**src/rtl/prd_pkg.sv**
```systemverilog
`timescale 1ns/1ps
package prd_pkg;

    localparam int          PRD_ADDR_W = 32;
    localparam logic [16:0] PRD_WINDOW = 17'h10000;
    localparam logic [15:0] PRD_HALF   = 16'h8000;

    typedef enum logic [1:0] {
        TBL_OK       = 2'd0,
        TBL_OVERFLOW = 2'd1,
        TBL_EMPTY    = 2'd2,
        TBL_MISALIGN = 2'd3
    } tbl_status_e;

    typedef enum logic [1:0] {
        GEN_COLLECT = 2'd0,
        GEN_FLUSH   = 2'd1,
        GEN_DRAIN   = 2'd2
    } gen_state_e;

    typedef struct packed {
        logic [PRD_ADDR_W-1:0] addr;
        logic [15:0]           count;
    } prd_chunk_t;

    // Build the 64-bit descriptor word from a piece and the end flag.
    function automatic logic [63:0] prd_pack(input prd_chunk_t c, input logic eot);
        return {eot, 15'd0, c.count, c.addr};
    endfunction

    // Alignment rule: low bit (2-byte mode) or low two bits (4-byte mode).
    function automatic logic prd_misaligned(input logic [1:0] a_lo,
                                            input logic [1:0] l_lo,
                                            input logic       wide);
        logic [1:0] mask;
        mask = wide ? 2'b11 : 2'b01;
        return |((a_lo | l_lo) & mask);
    endfunction

endpackage

```
**src/rtl/prd_chunker.sv**
```systemverilog
`timescale 1ns/1ps
module prd_chunker
    import prd_pkg::*;
#(
    parameter int LEN_W = 24
)(
    input  logic                  clk,
    input  logic                  rst,
    input  logic                  load,
    input  logic [PRD_ADDR_W-1:0] load_addr,
    input  logic [LEN_W-1:0]      load_len,
    input  logic                  kill,
    input  logic                  take,
    output logic                  busy,
    output prd_chunk_t            chunk
);

    localparam logic [LEN_W-1:0] FULL_L = LEN_W'(PRD_WINDOW);
    localparam logic [LEN_W-1:0] HALF_L = LEN_W'(PRD_HALF);

    logic [PRD_ADDR_W-1:0] cur_addr;
    logic [LEN_W-1:0]      rem;
    logic [LEN_W-1:0]      room;
    logic [LEN_W-1:0]      fit;
    logic [LEN_W-1:0]      step;
    logic                  busy_q;

    // Bytes left in the current 64 KB window, clipped to what remains;
    // a whole window is shortened to its first half, the second half
    // then falls out naturally on the next step.
    always_comb begin
        room = LEN_W'(PRD_WINDOW - {1'b0, cur_addr[15:0]});
        fit  = (rem < room) ? rem : room;
        step = (fit == FULL_L) ? HALF_L : fit;
    end

    assign busy        = busy_q;
    assign chunk.addr  = cur_addr;
    assign chunk.count = step[15:0];

    always_ff @(posedge clk) begin
        if (rst) begin
            busy_q   <= 1'b0;
            cur_addr <= '0;
            rem      <= '0;
        end else if (kill) begin
            busy_q   <= 1'b0;
        end else if (load) begin
            busy_q   <= (load_len != '0);
            cur_addr <= load_addr;
            rem      <= load_len;
        end else if (busy_q && take) begin
            cur_addr <= cur_addr + PRD_ADDR_W'(step);
            rem      <= rem - step;
            if (rem == step) busy_q <= 1'b0;
        end
    end

    // a piece never runs past the end of its 64 KB window
    assert_no_cross_R1: assert property (@(posedge clk) disable iff (rst)
        busy_q |-> (({1'b0, chunk.addr[15:0]} + {1'b0, chunk.count}) <= PRD_WINDOW));

    // the count field handed downstream is never zero
    assert_nonzero_count_R3: assert property (@(posedge clk) disable iff (rst)
        busy_q |-> (chunk.count != 16'd0));

endmodule

```
**src/rtl/prd_slot.sv**
```systemverilog
`timescale 1ns/1ps
module prd_slot
    import prd_pkg::*;
(
    input  logic       clk,
    input  logic       rst,
    input  logic       drop,
    input  logic       fill,
    input  prd_chunk_t fill_data,
    input  logic       pop,
    output logic       full,
    output prd_chunk_t data
);

    always_ff @(posedge clk) begin
        if (rst || drop) begin
            full <= 1'b0;
            data <= '0;
        end else if (fill) begin
            full <= 1'b1;
            data <= fill_data;
        end else if (pop) begin
            full <= 1'b0;
        end
    end

endmodule

```
**src/rtl/prd_ctrl.sv**
```systemverilog
`timescale 1ns/1ps
module prd_ctrl
    import prd_pkg::*;
#(
    parameter int MAX_DESC = 256
)(
    input  logic        clk,
    input  logic        rst,
    input  logic        seg_valid,
    input  logic        seg_last,
    input  logic        seg_bad,
    input  logic        chunk_busy,
    input  logic        slot_full,
    input  logic        desc_ready,
    output logic        seg_ready,
    output logic        load,
    output logic        kill,
    output logic        take,
    output logic        pop,
    output logic        desc_valid,
    output logic        desc_end,
    output logic        done_valid,
    output tbl_status_e done_status
);

    localparam int CNT_W = $clog2(MAX_DESC + 1);
    localparam logic [CNT_W-1:0] CAP = CNT_W'(MAX_DESC);

    gen_state_e       state;
    logic [CNT_W-1:0] cnt;
    logic             last_seen;
    tbl_status_e      cause;

    logic collect, cap_hit, seg_fire, bad_seg, over, abort, finish_now;

    always_comb begin
        collect    = (state == GEN_COLLECT);
        cap_hit    = (cnt == CAP);
        seg_ready  = (collect && !chunk_busy && !last_seen) || (state == GEN_DRAIN);
        seg_fire   = seg_valid && seg_ready;
        bad_seg    = collect && seg_fire && seg_bad;
        load       = collect && seg_fire && !seg_bad;
        over       = collect && chunk_busy && cap_hit;
        abort      = bad_seg || over;
        kill       = over;
        finish_now = collect && last_seen && !chunk_busy;
        take       = collect && chunk_busy && !cap_hit && (!slot_full || desc_ready);
        desc_valid = slot_full && ((collect && chunk_busy && !cap_hit) || (state == GEN_FLUSH));
        desc_end   = (state == GEN_FLUSH);
        pop        = (state == GEN_FLUSH) && desc_ready;
    end

    always_ff @(posedge clk) begin
        if (rst) begin
            state       <= GEN_COLLECT;
            cnt         <= '0;
            last_seen   <= 1'b0;
            cause       <= TBL_OK;
            done_valid  <= 1'b0;
            done_status <= TBL_OK;
        end else begin
            done_valid <= 1'b0;
            unique case (state)
                GEN_COLLECT: begin
                    if (abort) begin
                        cnt <= '0;
                        if (bad_seg ? seg_last : last_seen) begin
                            done_valid  <= 1'b1;
                            done_status <= bad_seg ? TBL_MISALIGN : TBL_OVERFLOW;
                            last_seen   <= 1'b0;
                        end else begin
                            state <= GEN_DRAIN;
                            cause <= bad_seg ? TBL_MISALIGN : TBL_OVERFLOW;
                        end
                    end else if (finish_now) begin
                        last_seen <= 1'b0;
                        if (slot_full) begin
                            state <= GEN_FLUSH;
                        end else begin
                            done_valid  <= 1'b1;
                            done_status <= TBL_EMPTY;
                            cnt         <= '0;
                        end
                    end else begin
                        if (load && seg_last) last_seen <= 1'b1;
                        if (take) cnt <= cnt + CNT_W'(1);
                    end
                end
                GEN_FLUSH: begin
                    if (desc_ready) begin
                        done_valid  <= 1'b1;
                        done_status <= TBL_OK;
                        cnt         <= '0;
                        state       <= GEN_COLLECT;
                    end
                end
                GEN_DRAIN: begin
                    if (seg_valid && seg_last) begin
                        done_valid  <= 1'b1;
                        done_status <= cause;
                        state       <= GEN_COLLECT;
                    end
                end
                default: state <= GEN_COLLECT;
            endcase
        end
    end

    // the descriptor count never passes the table size
    assert_no_overflow_R6: assert property (@(posedge clk) disable iff (rst)
        cnt <= CAP);

    // handing over the flagged descriptor closes the table successfully
    assert_end_closes_ok_R4: assert property (@(posedge clk) disable iff (rst)
        (desc_valid && desc_end && desc_ready) |=> (done_valid && done_status == TBL_OK));

    // the marked segment ends a drain with a failure report
    assert_drain_reports_R9: assert property (@(posedge clk) disable iff (rst)
        (state == GEN_DRAIN && seg_valid && seg_last) |=> (done_valid && done_status != TBL_OK));

endmodule

```
**src/rtl/prd_table_gen.sv**
```systemverilog
`timescale 1ns/1ps
module prd_table_gen
    import prd_pkg::*;
#(
    parameter int LEN_W    = 24,
    parameter int MAX_DESC = 256
)(
    input  logic             clk,
    input  logic             rst,
    input  logic             align_word,
    input  logic             seg_valid,
    output logic             seg_ready,
    input  logic [31:0]      seg_addr,
    input  logic [LEN_W-1:0] seg_len,
    input  logic             seg_last,
    output logic             desc_valid,
    input  logic             desc_ready,
    output logic [63:0]      desc_data,
    output logic             done_valid,
    output logic [1:0]       done_status
);

    logic        seg_bad;
    logic        load, kill, take, pop, desc_end;
    logic        chunk_busy, slot_full;
    prd_chunk_t  chunk, slot_data;
    tbl_status_e status_w;

    assign seg_bad = prd_misaligned(seg_addr[1:0], seg_len[1:0], align_word);

    prd_chunker #(.LEN_W(LEN_W)) u_chunker (
        .clk       (clk),
        .rst       (rst),
        .load      (load),
        .load_addr (seg_addr),
        .load_len  (seg_len),
        .kill      (kill),
        .take      (take),
        .busy      (chunk_busy),
        .chunk     (chunk)
    );

    prd_slot u_slot (
        .clk       (clk),
        .rst       (rst),
        .drop      (kill | (load & 1'b0) | (seg_valid & seg_ready & seg_bad & ~chunk_busy)),
        .fill      (take),
        .fill_data (chunk),
        .pop       (pop),
        .full      (slot_full),
        .data      (slot_data)
    );

    prd_ctrl #(.MAX_DESC(MAX_DESC)) u_ctrl (
        .clk         (clk),
        .rst         (rst),
        .seg_valid   (seg_valid),
        .seg_last    (seg_last),
        .seg_bad     (seg_bad),
        .chunk_busy  (chunk_busy),
        .slot_full   (slot_full),
        .desc_ready  (desc_ready),
        .seg_ready   (seg_ready),
        .load        (load),
        .kill        (kill),
        .take        (take),
        .pop         (pop),
        .desc_valid  (desc_valid),
        .desc_end    (desc_end),
        .done_valid  (done_valid),
        .done_status (status_w)
    );

    assign desc_data   = prd_pack(slot_data, desc_end);
    assign done_status = status_w;

    // an offered descriptor is held steady until taken
    assert_hold_R10: assert property (@(posedge clk) disable iff (rst)
        (desc_valid && !desc_ready) |=> (desc_valid && $stable(desc_data)));

    // a new piece only enters the holding register when the old one leaves
    assert_no_loss_R10: assert property (@(posedge clk) disable iff (rst)
        (take && slot_full) |-> (desc_valid && desc_ready));

    // a zero-length segment leaves the splitter idle
    assert_zero_len_R5: assert property (@(posedge clk) disable iff (rst)
        (seg_valid && seg_ready && seg_len == '0) |=> !chunk_busy);

endmodule

```
**config.mk**
```make
export PLATFORM = sky130hd
export DESIGN_NAME = prd_table_gen
export DESIGN_NICKNAME = d
export VERILOG_FILES = /design/src/rtl/prd_pkg.sv /design/src/rtl/prd_chunker.sv /design/src/rtl/prd_slot.sv /design/src/rtl/prd_ctrl.sv /design/src/rtl/prd_table_gen.sv
export SDC_FILE = /design/constraint.sdc
export NUM_CORES = 1
export LEC_CHECK = 0
export BUFFER_PORTS_ARGS = -buffer_cell sky130_fd_sc_hd__buf_2
export CELL_PAD_IN_SITES_DETAIL_PLACEMENT = 1
export CELL_PAD_IN_SITES_GLOBAL_PLACEMENT = 1
export CORE_MARGIN = 4
export CORE_UTILIZATION = 39
export CTS_BUF_LIST = sky130_fd_sc_hd__clkbuf_16
export CTS_CLUSTER_SIZE = 40
export DETAILED_ROUTE_END_ITERATION = 16
export GPL_ROUTABILITY_DRIVEN = 0
export MAX_ROUTING_LAYER = met4
export PLACE_DENSITY = 0.76
export RECOVER_POWER = 50
export SYNTH_ARGS = -nofsm -noshare
export SYNTH_HDL_FRONTEND = slang
export SYNTH_HIERARCHICAL = 1
export SYNTH_SLANG_ARGS = --single-unit
```
**constraint.sdc**
```tcl
create_clock -name clk -period 6 [get_ports clk]
set_clock_uncertainty 0.1 [all_clocks]
set_input_delay 0.6 -clock clk [delete_from_list [all_inputs] [get_ports clk]]
set_output_delay 0.6 -clock clk [all_outputs]
set_load 0.02 [all_outputs]
```
==> reports/summary.txt <==
Clock Latency Late Sink -> 0.45 ns
most used cell, CP -> buf_4
CP endpoint kind -> flip-flop
Critical Path Max Stage Delay -> 0.56 ns
WL final -> 42.0 mm
CP Class -> reg -> reg
vias per cell -> 6.24
Detailed Routing Iterations Pass 1 -> 7
P&R area growth vs syn -> 37.1%
fillcell total -> 2,711
RSZ-0062 raised after global routing -> true
utilization after layout -> 54.4%
clock-pin slew on the worst setup and hold paths -> 0.06 ns
clk sinks -> 123
slowest stage cell, crit path -> or4_4
# H-tree levels -> 4
count of final setup violators -> 38
CTS tree -> done
width of the die -> 160 um
count of final max-slew check failures -> 50
initial antenna violation count -> 1
number of synthesized flops with an enable pin -> 0
nets -> 1,524
worst reg2reg path depth -> 27
Hold Path Class -> in -> reg
vias post-DR -> 10,528
Mapped Area -> 8990 um2
CP Launch Type -> flip-flop
worst reg-to-reg setup slack -> -0.71 ns
CORE AREA -> 22,600 um2
global-route wire length before repair -> 56.8 mm
largest net degree at the start of global routing -> 85
hold_sp -> seg_addr[20]
Slew HR -> -118%
Fmax -> 149 MHz
n_diodes -> 0
sequential fraction of the synthesis area -> 27.4%
clock buffer count from CTS -> 17
maximum VDD drop -> 242 uV
crit path from -> u_chunker/cur_addr[4]
Critical Path RT -> 6.26 ns
Distinct cells, synth -> 84
ANT nets after route -> 0
DRC Markers -> 0
Total GRT Usage -> 28.0%
initial core utilization -> 39.7%
Root Buffer -> clkbuf_16
max cap viols -> 1
Synth Instances -> 1,132
Multi-input gate area -> 6930 um2
yosys warns -> 6
io pins -> 131
Die ar. -> 25,500 um2
Tmin final -> 6.71 ns
Avg WL per Cell -> 24.9 um
CP Max Fanout -> 5
share of layout cells above drive strength 1 -> 28.2%
placed inst area -> 10,600 um2
total power -> 0.00626 W
Final Worst Setup Slack -> -0.706 ns
Lkg Pwr -> 5.15 nW
FP Rows -> 55
grt total ovfl -> 0
RR Endpoint -> u_chunker/cur_addr[28]
failing checks -> capacitance limit, slew limit, setup timing
DP Worst Slack -> -0.549 ns
asr flop ratio synth -> 0%
DR iter-0 viols -> 799
Register Area -> 2460 um2
power per cell area -> 508 nW/um2
hpwl dp -> 23.9 mm
Die Ht -> 160 um
#FFs+latches synth -> 123
fin crit share -> 112%
fin area -> 12,300 um2
vias in the first global route -> 10,420
syn avg cell area -> 7.94 um2
Worst Tran Pin Value -> 3.26 ns
Clock Tree Buf Depth -> 2
worst path arrival time -> 6.96 ns
Port Buffers -> 115
WHS Endpoint -> u_chunker/cur_addr[20]
run status -> complete, but fails checks
Post-synth top flop -> dfxtp_1
worst hold path cell count -> 3
endpoints failing hold -> 0
RR Startpoint -> u_chunker/cur_addr[4]
==> routing by layer <==
metal | vias up | track usage, % | share of wire [%]
li1 | 4628 | - | -
met1 | 5119 | 34.2 | 39
met2 | 569 | 47.2 | 48
met3 | 212 | 4.18 | 6.9
met4 | 0 | 10.0 | 6.2
met5 | - | - | 0
==> stage by stage <==
stage,cells,hold WS (ns),setup TNS [ns]
floorplan,1157,0.326,-0.0791
CTS,1662,0.337,-0.395
finish,1687,0.332,-10.56
global placement,1612,0.335,-0.741
global route,1687,0.353,-15.54
detailed placement,1612,0.349,-6.92
==> how the worst max path moves through the flow <==
stage / end / slack, ns / cells after the start
after detailed placement: u_chunker/cur_addr[27] / -0.55 / 25
final: u_chunker/cur_addr[28] / -0.71 / 27
after global routing: u_chunker/cur_addr[28] / -0.72 / 27
after global placement: u_chunker/cur_addr[31] / -0.16 / 25
after floorplan: u_chunker/cur_addr[26] / -0.08 / 27
after CTS: u_chunker/cur_addr[28] / -0.13 / 26
==> registers in the layout, summed over array words and instances, names as in the netlist <==
register	flops
u_slot/data	48
u_chunker/cur_addr	32
u_chunker/rem	24
u_ctrl/cnt	9
u_ctrl/cause	2
u_ctrl/done_status	2
u_ctrl/state	2
u_chunker/busy	1
u_ctrl/done_valid	1
u_ctrl/last_seen	1
u_slot/full	1
==> cell usage after synthesis, drive strengths merged (4+ instances only) <==
master | n | area (um2)
nand4 | 11 | 68.8
and3 | 13 | 81.3
and2 | 5 | 31.3
nor4 | 19 | 134
o311ai | 8 | 70.1
nand2b | 10 | 62.6
nor2 | 138 | 518
nand3 | 29 | 145
a31oi | 16 | 100
o41ai | 4 | 35.0
o31a | 5 | 43.8
o21ai | 62 | 310
or3 | 11 | 73.8
or2 | 8 | 50.1
a21oi | 75 | 375
nand2 | 84 | 315
nor3 | 35 | 180
a311oi | 11 | 96.3
clkbuf | 36 | 136
nor4b | 4 | 35.0
o21a | 19 | 143
o211a | 5 | 50.1
nor2b | 9 | 56.3
o211ai | 7 | 52.6
buf | 32 | 219
nor3b | 10 | 80.1
o31ai | 6 | 45.0
o21bai | 7 | 52.6
xnor2 | 23 | 201
inv | 56 | 210
ha | 70 | 876
dfxtp | 123 | 2460
a221o | 4 | 40.0
mux2i | 62 | 621
a211oi | 22 | 170
a32o | 7 | 70.1
o2111ai | 4 | 35.0
xor2 | 9 | 78.8
or4 | 4 | 33.8
a21o | 19 | 143
==> logic make-up after synthesis <==
logic type / share of synthesized area, %
XOR/XNOR: 3.12
other: 0.125
flip-flops: 27.4
AO/OA/AOI/OAI: 23.6
AND/OR/NAND/NOR: 22.0
adder cells (fa/ha/maj): 10.2
multiplexers: 7.16
buffers and inverters: 6.43
==> cell usage in the layout, fill, tap and decap left out, drive strengths merged, types with 29 or more instances in the layout <==
master	synthesis	final
clkbuf	36	71
nand3	29	29
a21oi	75	75
buf	32	228
inv	56	58
nor3	35	35
ha	70	70
nor2	138	138
dfxtp	123	123
o21ai	62	62
mux2i	62	62
nand2	84	84
==> worst max-delay path, delay by kind of cell (launching register included) <==
| family | cells | cell delay (ns) |
|---|---|---|
| flops | 1 | 0.32 |
| fa+ha+maj | 2 | 0.73 |
| xor+xnor | 1 | 0.20 |
| compound gates | 11 | 2.28 |
| buf+inv | 6 | 0.94 |
| simple gates | 7 | 2.06 |
==> power by group <==
| group | total, W | internal [W] | switching, W |
|---|---|---|---|
| Combinational | 0.00429 | 0.00197 | 0.00232 |
| Sequential | 0.000976 | 0.000881 | 0.0000957 |
| Clock | 0.000990 | 0.000559 | 0.000432 |
| Total | 0.00626 | 0.00341 | 0.00285 |
==> final cells by class <==
cell class,instances,area share (%)
sequential,123,20.0
tap,285,2.89
timing repair buffer,282,14.8
inverter,58,1.78
multi-input combinational,908,56.2
clock buffer,17,3.45
clock inverter,14,0.873
==> what timing repair did <==
action,CTS,global route
cloned,0,0
buffers inserted,20,27
hold buffers,0,0
gates resized for setup,69,108
setup endpoints to repair,37,41
pin swaps,52,67
Power figures use the tool's default switching activity.
